<file path="src/rtl/rmt_pkg.sv">
package rmt_pkg;

    // Configuration of the map table
    parameter int unsigned LREG_N = 32;   // logical registers
    parameter int unsigned PID_W  = 7;    // physical identifier width
    parameter int unsigned SNAP_N = 4;    // snapshot slots, power of two
    parameter int unsigned SRC_N  = 2;    // source rename ports

    localparam int unsigned LREG_W = $clog2(LREG_N);
    localparam int unsigned SNAP_W = $clog2(SNAP_N);
    localparam int unsigned CNT_W  = SNAP_W + 1;

    // One table entry: identifier plus the parity bit that travels with it
    typedef struct packed {
        logic [PID_W-1:0] pid;
        logic             par;
    } map_ent_t;

    typedef map_ent_t [LREG_N-1:0] map_img_t;

    typedef enum logic [0:0] {
        ST_RUN   = 1'b0,
        ST_FLUSH = 1'b1
    } ctrl_state_t;

    // Identity mapping used at reset, with even parity over the 8 bits
    function automatic map_ent_t home_entry(input int unsigned idx);
        map_ent_t e;
        e.pid = PID_W'(idx);
        e.par = ^e.pid;
        return e;
    endfunction

endpackage

</file>
<file path="src/rtl/rmt_map_array.sv">
module rmt_map_array
    import rmt_pkg::*;
(
    input  logic                          clk,
    input  logic                          rst_n,
    input  logic [SRC_N-1:0][LREG_W-1:0]  rd_lreg,
    output map_ent_t [SRC_N-1:0]          rd_ent,
    input  logic                          wr_en,
    input  logic [LREG_W-1:0]             wr_lreg,
    input  map_ent_t                      wr_ent,
    output map_ent_t                      ev_ent,
    input  logic                          load_en,
    input  map_img_t                      load_img,
    output map_img_t                      cur_img
);

    map_img_t tab_q;

    // Whole-table load wins over a single-entry write
    always_ff @(posedge clk or negedge rst_n) begin
        if (!rst_n) begin
            for (int i = 0; i < LREG_N; i++) begin
                tab_q[i] <= home_entry(i);
            end
        end else if (load_en) begin
            tab_q <= load_img;
        end else if (wr_en) begin
            tab_q[wr_lreg] <= wr_ent;
        end
    end

    // Read ports see the state before this cycle's update
    for (genvar g = 0; g < SRC_N; g++) begin : g_rd
        assign rd_ent[g] = tab_q[rd_lreg[g]];
    end

    assign ev_ent  = tab_q[wr_lreg];
    assign cur_img = tab_q;

endmodule

</file>
<file path="src/rtl/rmt_par_check.sv">
module rmt_par_check
    import rmt_pkg::*;
(
    input  logic [SRC_N-1:0] vld,
    input  map_ent_t [SRC_N-1:0] ent,
    output logic             any_err
);

    logic [SRC_N-1:0] port_err;

    // Odd XOR over identifier and carried bit marks a corrupted mapping
    for (genvar g = 0; g < SRC_N; g++) begin : g_chk
        assign port_err[g] = vld[g] & (^ent[g]);
    end

    assign any_err = |port_err;

endmodule

</file>
<file path="src/rtl/rmt_snap_store.sv">
module rmt_snap_store
    import rmt_pkg::*;
(
    input  logic              clk,
    input  logic              rst_n,
    input  logic              take,
    input  logic              rel,
    input  logic              restore,
    input  logic [SNAP_W-1:0] restore_slot,
    input  map_img_t          cur_img,
    output logic              take_ok,
    output logic [SNAP_W-1:0] take_slot,
    output logic              restore_ok,
    output map_img_t          restore_img,
    output logic [CNT_W-1:0]  live_cnt
);

    map_img_t          slot_q [SNAP_N];
    logic [SNAP_W-1:0] head_q;
    logic [SNAP_W-1:0] tail_q;
    logic [CNT_W-1:0]  cnt_q;
    logic [SNAP_W-1:0] rs_off;
    logic              rel_ok;

    // Distance of the requested slot from the oldest live one
    assign rs_off     = restore_slot - head_q;
    assign restore_ok = restore && ({1'b0, rs_off} < cnt_q);
    assign take_ok    = take && !restore && (cnt_q < CNT_W'(SNAP_N));
    assign rel_ok     = rel && !restore && (cnt_q != '0);

    assign take_slot   = tail_q;
    assign restore_img = slot_q[restore_slot];
    assign live_cnt    = cnt_q;

    always_ff @(posedge clk or negedge rst_n) begin
        if (!rst_n) begin
            head_q <= '0;
            tail_q <= '0;
            cnt_q  <= '0;
        end else if (restore_ok) begin
            tail_q <= restore_slot + SNAP_W'(1);
            cnt_q  <= {1'b0, rs_off} + CNT_W'(1);
        end else begin
            if (take_ok) begin
                tail_q <= tail_q + SNAP_W'(1);
            end
            if (rel_ok) begin
                head_q <= head_q + SNAP_W'(1);
            end
            cnt_q <= cnt_q + CNT_W'(take_ok) - CNT_W'(rel_ok);
        end
    end

    // Snapshot storage needs no reset: only live slots are ever read back
    always_ff @(posedge clk) begin
        if (take_ok) begin
            slot_q[tail_q] <= cur_img;
        end
    end

endmodule

</file>
<file path="src/rtl/rmt_ctrl.sv">
module rmt_ctrl
    import rmt_pkg::*;
(
    input  logic clk,
    input  logic rst_n,
    input  logic src_err,
    input  logic restore_ok,
    output logic flushing
);

    ctrl_state_t state_q;
    ctrl_state_t state_d;

    // State register
    always_ff @(posedge clk or negedge rst_n) begin
        if (!rst_n) begin
            state_q <= ST_RUN;
        end else begin
            state_q <= state_d;
        end
    end

    // Transitions: T_DETECT on a source parity error, T_RECOVER on a live restore
    always_comb begin
        state_d = state_q;
        unique case (state_q)
            ST_RUN: begin
                if (src_err) begin
                    state_d = ST_FLUSH;
                end
            end
            ST_FLUSH: begin
                if (restore_ok) begin
                    state_d = ST_RUN;
                end
            end
        endcase
    end

    // Outputs
    always_comb begin
        flushing = (state_q == ST_FLUSH);
    end

endmodule

</file>
<file path="src/rtl/rmt_alias_table.sv">
module rmt_alias_table
    import rmt_pkg::*;
(
    input  logic                          clk,
    input  logic                          rst_n,
    input  logic [SRC_N-1:0]              src_vld,
    input  logic [SRC_N-1:0][LREG_W-1:0]  src_lreg,
    output logic [SRC_N-1:0][PID_W-1:0]   src_pid,
    output logic [SRC_N-1:0]              src_par,
    input  logic                          dst_vld,
    input  logic [LREG_W-1:0]             dst_lreg,
    input  logic [PID_W-1:0]              dst_pid,
    input  logic                          dst_par,
    output logic [PID_W-1:0]              old_pid,
    output logic                          old_par,
    input  logic                          snap_take,
    output logic                          snap_take_ok,
    output logic [SNAP_W-1:0]             snap_take_slot,
    input  logic                          snap_release,
    input  logic                          snap_restore,
    input  logic [SNAP_W-1:0]             snap_restore_slot,
    output logic                          flush_req
);

    map_ent_t [SRC_N-1:0] rd_ent;
    map_ent_t             wr_ent;
    map_ent_t             ev_ent;
    map_img_t             cur_img;
    map_img_t             restore_img;
    logic                 wr_en;
    logic                 take_req;
    logic                 restore_ok;
    logic                 src_err;
    logic [CNT_W-1:0]     snap_cnt;

    // Incoming identifier is stored with its own parity bit, never regenerated
    assign wr_ent.pid = dst_pid;
    assign wr_ent.par = dst_par;
    assign wr_en      = dst_vld && !flush_req && !snap_restore;
    assign take_req   = snap_take && !flush_req;

    rmt_map_array u_map (
        .clk      (clk),
        .rst_n    (rst_n),
        .rd_lreg  (src_lreg),
        .rd_ent   (rd_ent),
        .wr_en    (wr_en),
        .wr_lreg  (dst_lreg),
        .wr_ent   (wr_ent),
        .ev_ent   (ev_ent),
        .load_en  (restore_ok),
        .load_img (restore_img),
        .cur_img  (cur_img)
    );

    rmt_par_check u_chk (
        .vld     (src_vld),
        .ent     (rd_ent),
        .any_err (src_err)
    );

    rmt_snap_store u_snap (
        .clk          (clk),
        .rst_n        (rst_n),
        .take         (take_req),
        .rel          (snap_release),
        .restore      (snap_restore),
        .restore_slot (snap_restore_slot),
        .cur_img      (cur_img),
        .take_ok      (snap_take_ok),
        .take_slot    (snap_take_slot),
        .restore_ok   (restore_ok),
        .restore_img  (restore_img),
        .live_cnt     (snap_cnt)
    );

    rmt_ctrl u_ctrl (
        .clk        (clk),
        .rst_n      (rst_n),
        .src_err    (src_err),
        .restore_ok (restore_ok),
        .flushing   (flush_req)
    );

    for (genvar g = 0; g < SRC_N; g++) begin : g_out
        assign src_pid[g] = rd_ent[g].pid;
        assign src_par[g] = rd_ent[g].par;
    end

    assign old_pid = ev_ent.pid;
    assign old_par = ev_ent.par;

endmodule

</file>
<file path="config.mk">
export PLATFORM = sky130hd
export DESIGN_NAME = rmt_alias_table
export DESIGN_NICKNAME = d
export VERILOG_FILES = /design/src/rtl/rmt_pkg.sv /design/src/rtl/rmt_map_array.sv /design/src/rtl/rmt_par_check.sv /design/src/rtl/rmt_snap_store.sv /design/src/rtl/rmt_ctrl.sv /design/src/rtl/rmt_alias_table.sv
export SDC_FILE = /design/constraint.sdc
export NUM_CORES = 1
export LEC_CHECK = 0
export BUFFER_PORTS_ARGS = -buffer_cell sky130_fd_sc_hd__buf_4
export CAP_MARGIN = 10
export CORE_MARGIN = 2
export CORE_UTILIZATION = 50
export CTS_BUF_LIST = sky130_fd_sc_hd__clkbuf_8
export DETAILED_ROUTE_END_ITERATION = 8
export PLACE_DENSITY_LB_ADDON = 0.25
export RECOVER_POWER = 25
export SLEW_MARGIN = 0
export SYNTH_ARGS = -nofsm -noshare
export SYNTH_HDL_FRONTEND = slang
export SYNTH_HIERARCHICAL = 1
export SYNTH_SLANG_ARGS = --single-unit
</file>
<file path="constraint.sdc">
create_clock -name clk -period 22.3 [get_ports clk]
set_input_delay 1.115 -clock clk [delete_from_list [all_inputs] [get_ports clk]]
set_output_delay 1.115 -clock clk [all_outputs]
set_load 0.1 [all_outputs]
</file>
==> impl_metrics.tcl <==
set metrics [dict create \
    fin_skew_ns 0.0338 \
    cts_resized 0 \
    die-area_um2 115000 \
    clock_path_buffers 3 \
    synth_edf_count 1024 \
    grt_pass1_wl_mm 235 \
    synthCells 3241 \
    rows 122 \
    synth.most_common_cell "edfxtp_1" \
    ys_seq_area_share_pct 66.9 \
    cp-end-kind "primary output" \
    h-tree-depth 4 \
    fin_tns_setup_ns 0 \
    slew_viol_final 0 \
    syn_area_um2 56000 \
    root_buffer "clkbuf_8" \
    critPathMaxStageDelay_ns 0.90 \
    cp_num_buf_inv 3 \
    wire_per_inst_um 32.2 \
    path_clk_slew_ns 0.06 \
    io_pins 61 \
    route.detailed.drc 0 \
    post_cts_buffers 0 \
    power_leakage_nw 19.5 \
    crit_type "in2out" \
    finalWeightedCongestion 0.809 \
    cellPowerDensity_nw_per_um2 123 \
    cap_violations 0 \
    required_ns 21.19 \
    final_area_um2 61500 \
    synth.area.top_cells "edfxtp_1, mux4_2, dfrtp_1" \
    routed_via_density 6.92 \
    area_delta_synth_final_pct 9.71 \
    antenna_left 0 \
    async_reset_ff_share_pct 20.5 \
    firstDrtPassIters 6 \
    synth_top_area_share_pct 54.9 \
    drt_iter0_drc 4568 \
    hp-class "in2async" \
    grt-ovfl-total 0 \
    numPortBuffers 60 \
    hold_viol_final 0 \
    nets 3295 \
    cp_slowest_cell "buf_4" \
    synthTopCellsByCount "edfxtp_1, mux4_2, nand3_1" \
    fmax_mhz 180 \
    vdd_drop_max_uv 132 \
    grt_max_degree 153 \
    rsz0062_at_grt "no" \
    num_vias 34100 \
    placed_area_um2 57500 \
    ys_warn_count 6 \
    status "complete, no violations" \
    die_x_um 339 \
    hold_ws_ns 0.364 \
    start_util_pct 50.5 \
    place_hpwl_mm 79.4 \
    track_usage_pct 27.7 \
    relSlewSlack_pct 13.8 \
    routed_wl_mm 159 \
    grt_antenna_before_repair 10 \
    core_um2 111000 \
    clock_sinks 1288 \
    synth_area_per_cell_um2 17.3 \
    synthFlopType "edfxtp_1" \
    cts_tree "yes" \
    tightest_slew_ns 1.29 \
    post-route-min-period_ns 5.57 \
    setup_viol 0 \
    numCtsBuffers 201 \
    min_period_over_period_pct 25.0 \
    clk_latency_ns 0.90 \
    hold_buffers 0 \
    crit_family "buffers and inverters" \
    syn_nets 3280 \
    crit_path_start_kind "primary input" \
    yosys.area.top_type "edfxtp_1" \
    critical_path.max_fanout 40 \
    drive_above_1_share_pct 28.0 \
    yosysUniqueCellTypes 38 \
    path_common_cell "buf_4" \
    grt_pass1_vias 35300 \
    path_cells "buf_4 > buf_4 > mux4_2 > mux4_2 > mux2_2 > buf_4" \
    worstPathArrival_ns 4.45 \
    ys_ff_latch 1288 \
    fp.dieH_um 339 \
]
## path summary, 6_finish.rpt
path | endpoint | depth (start not counted) | start | slack, ns
worst max register to register | u_map/cur_img[193] | 12 | u_snap/head_q[0] | 17.52
worst max-delay path | src_pid[10] | 6 | src_lreg[6] | 16.73
worst min register to register | u_snap/head_q[1] | 1 | u_snap/head_q[1] | 0.50
worst min-delay path | u_map/cur_img[53] | 1 | rst_n | 0.36
min in group clk | u_snap/head_q[1] | 1 | u_snap/head_q[1] | 0.50
max in group asynchronous | u_map/cur_img[97] | 3 | rst_n | 19.64
## cell usage in the layout (no fill, tap or decap), drive strengths merged, types with 6 or more instances in the layout
cell type and n:
buf 121, dfrtp 168, inv 93, nor3b 8
mux4 480, nor2 256, xnor2 18, clkinv 57
nand4 8, nand3 258, o21ai 256, a31oi 256
a22oi 32, clkbuf 232, edfxtp 1024, mux2 19
and3b 6, dfstp 96
## cell type report
type                    instances  area (µm²)
inverters                       9        41.3
repair buffers                121         972
multi-input cells            1635       17200
clock inverters               150         779
well taps                    1488        1860
diodes                          5        12.5
fillers                      8611       49500
clock buffers                 232        3190
flip-flops and latches       1288       37500
## stage by stage
stage	utilization [%]	power, mW	setup slack, ns	instances
after detailed placement	51.8	5.64	16.23	4541
after CTS	55.4	7.58	16.73	4923
after global placement	51.8	5.53	16.30	4541
after floorplan	-	5.00	7.84	3241
after global routing	55.4	7.89	16.60	4925
final	55.4	7.57	16.73	4928
## cell families (layout without fill, tap and decap cells)
family | Yosys count | in the layout | synth area share (%)
AO/OA/AOI/OAI | 546 | 546 | 5.63
XOR/XNOR | 23 | 23 | 0.359
adder cells (fa/ha/maj) | 6 | 6 | 0.147
buffers and inverters | 318 | 512 | 2.67
flip-flops | 1288 | 1288 | 66.9
multiplexers | 502 | 502 | 19.7
other | 0 | 5 | 0
AND/OR/NAND/NOR | 558 | 558 | 4.61
## state kept, by name, indices dropped and copies added, names as in the netlist
| signal | count |
|---|---|
| u_ctrl/flushing | 1 |
| u_snap/live_cnt | 3 |
| u_snap/take_slot | 2 |
| u_map/cur_img | 256 |
| u_snap/slot_q | 1024 |
| u_snap/head_q | 2 |
## power by group
group / internal, mW / switching [mW] / total, mW
combinational: 0.731 / 1.09 / 1.82
clock: 0.999 / 0.941 / 1.94
sequential: 3.28 / 0.519 / 3.80
total: 5.01 / 2.55 / 7.57
## worst register-to-register path, delay by kind of cell (launching register included)
| kind | cells | cell delay (ns) |
|---|---|---|
| xor gates and xnor gates | 2 | 0.31 |
| adders and majority gates | 2 | 0.50 |
| AOI/OAI and AO/OA | 2 | 0.47 |
| DFF | 1 | 0.40 |
| and+or+nand+nor | 2 | 0.31 |
| buffers and inverters | 4 | 2.70 |
## routing by layer
metal,track usage [%],vias to the layer above,wire length (µm)
met2,42.1,2359,73700
met4,10.7,8,5290
met5,0,-,63
met1,38.1,18100,60400
li1,-,13300,-
met3,8.21,378,19200
No activity file was read; power rests on OpenSTA's default activity.
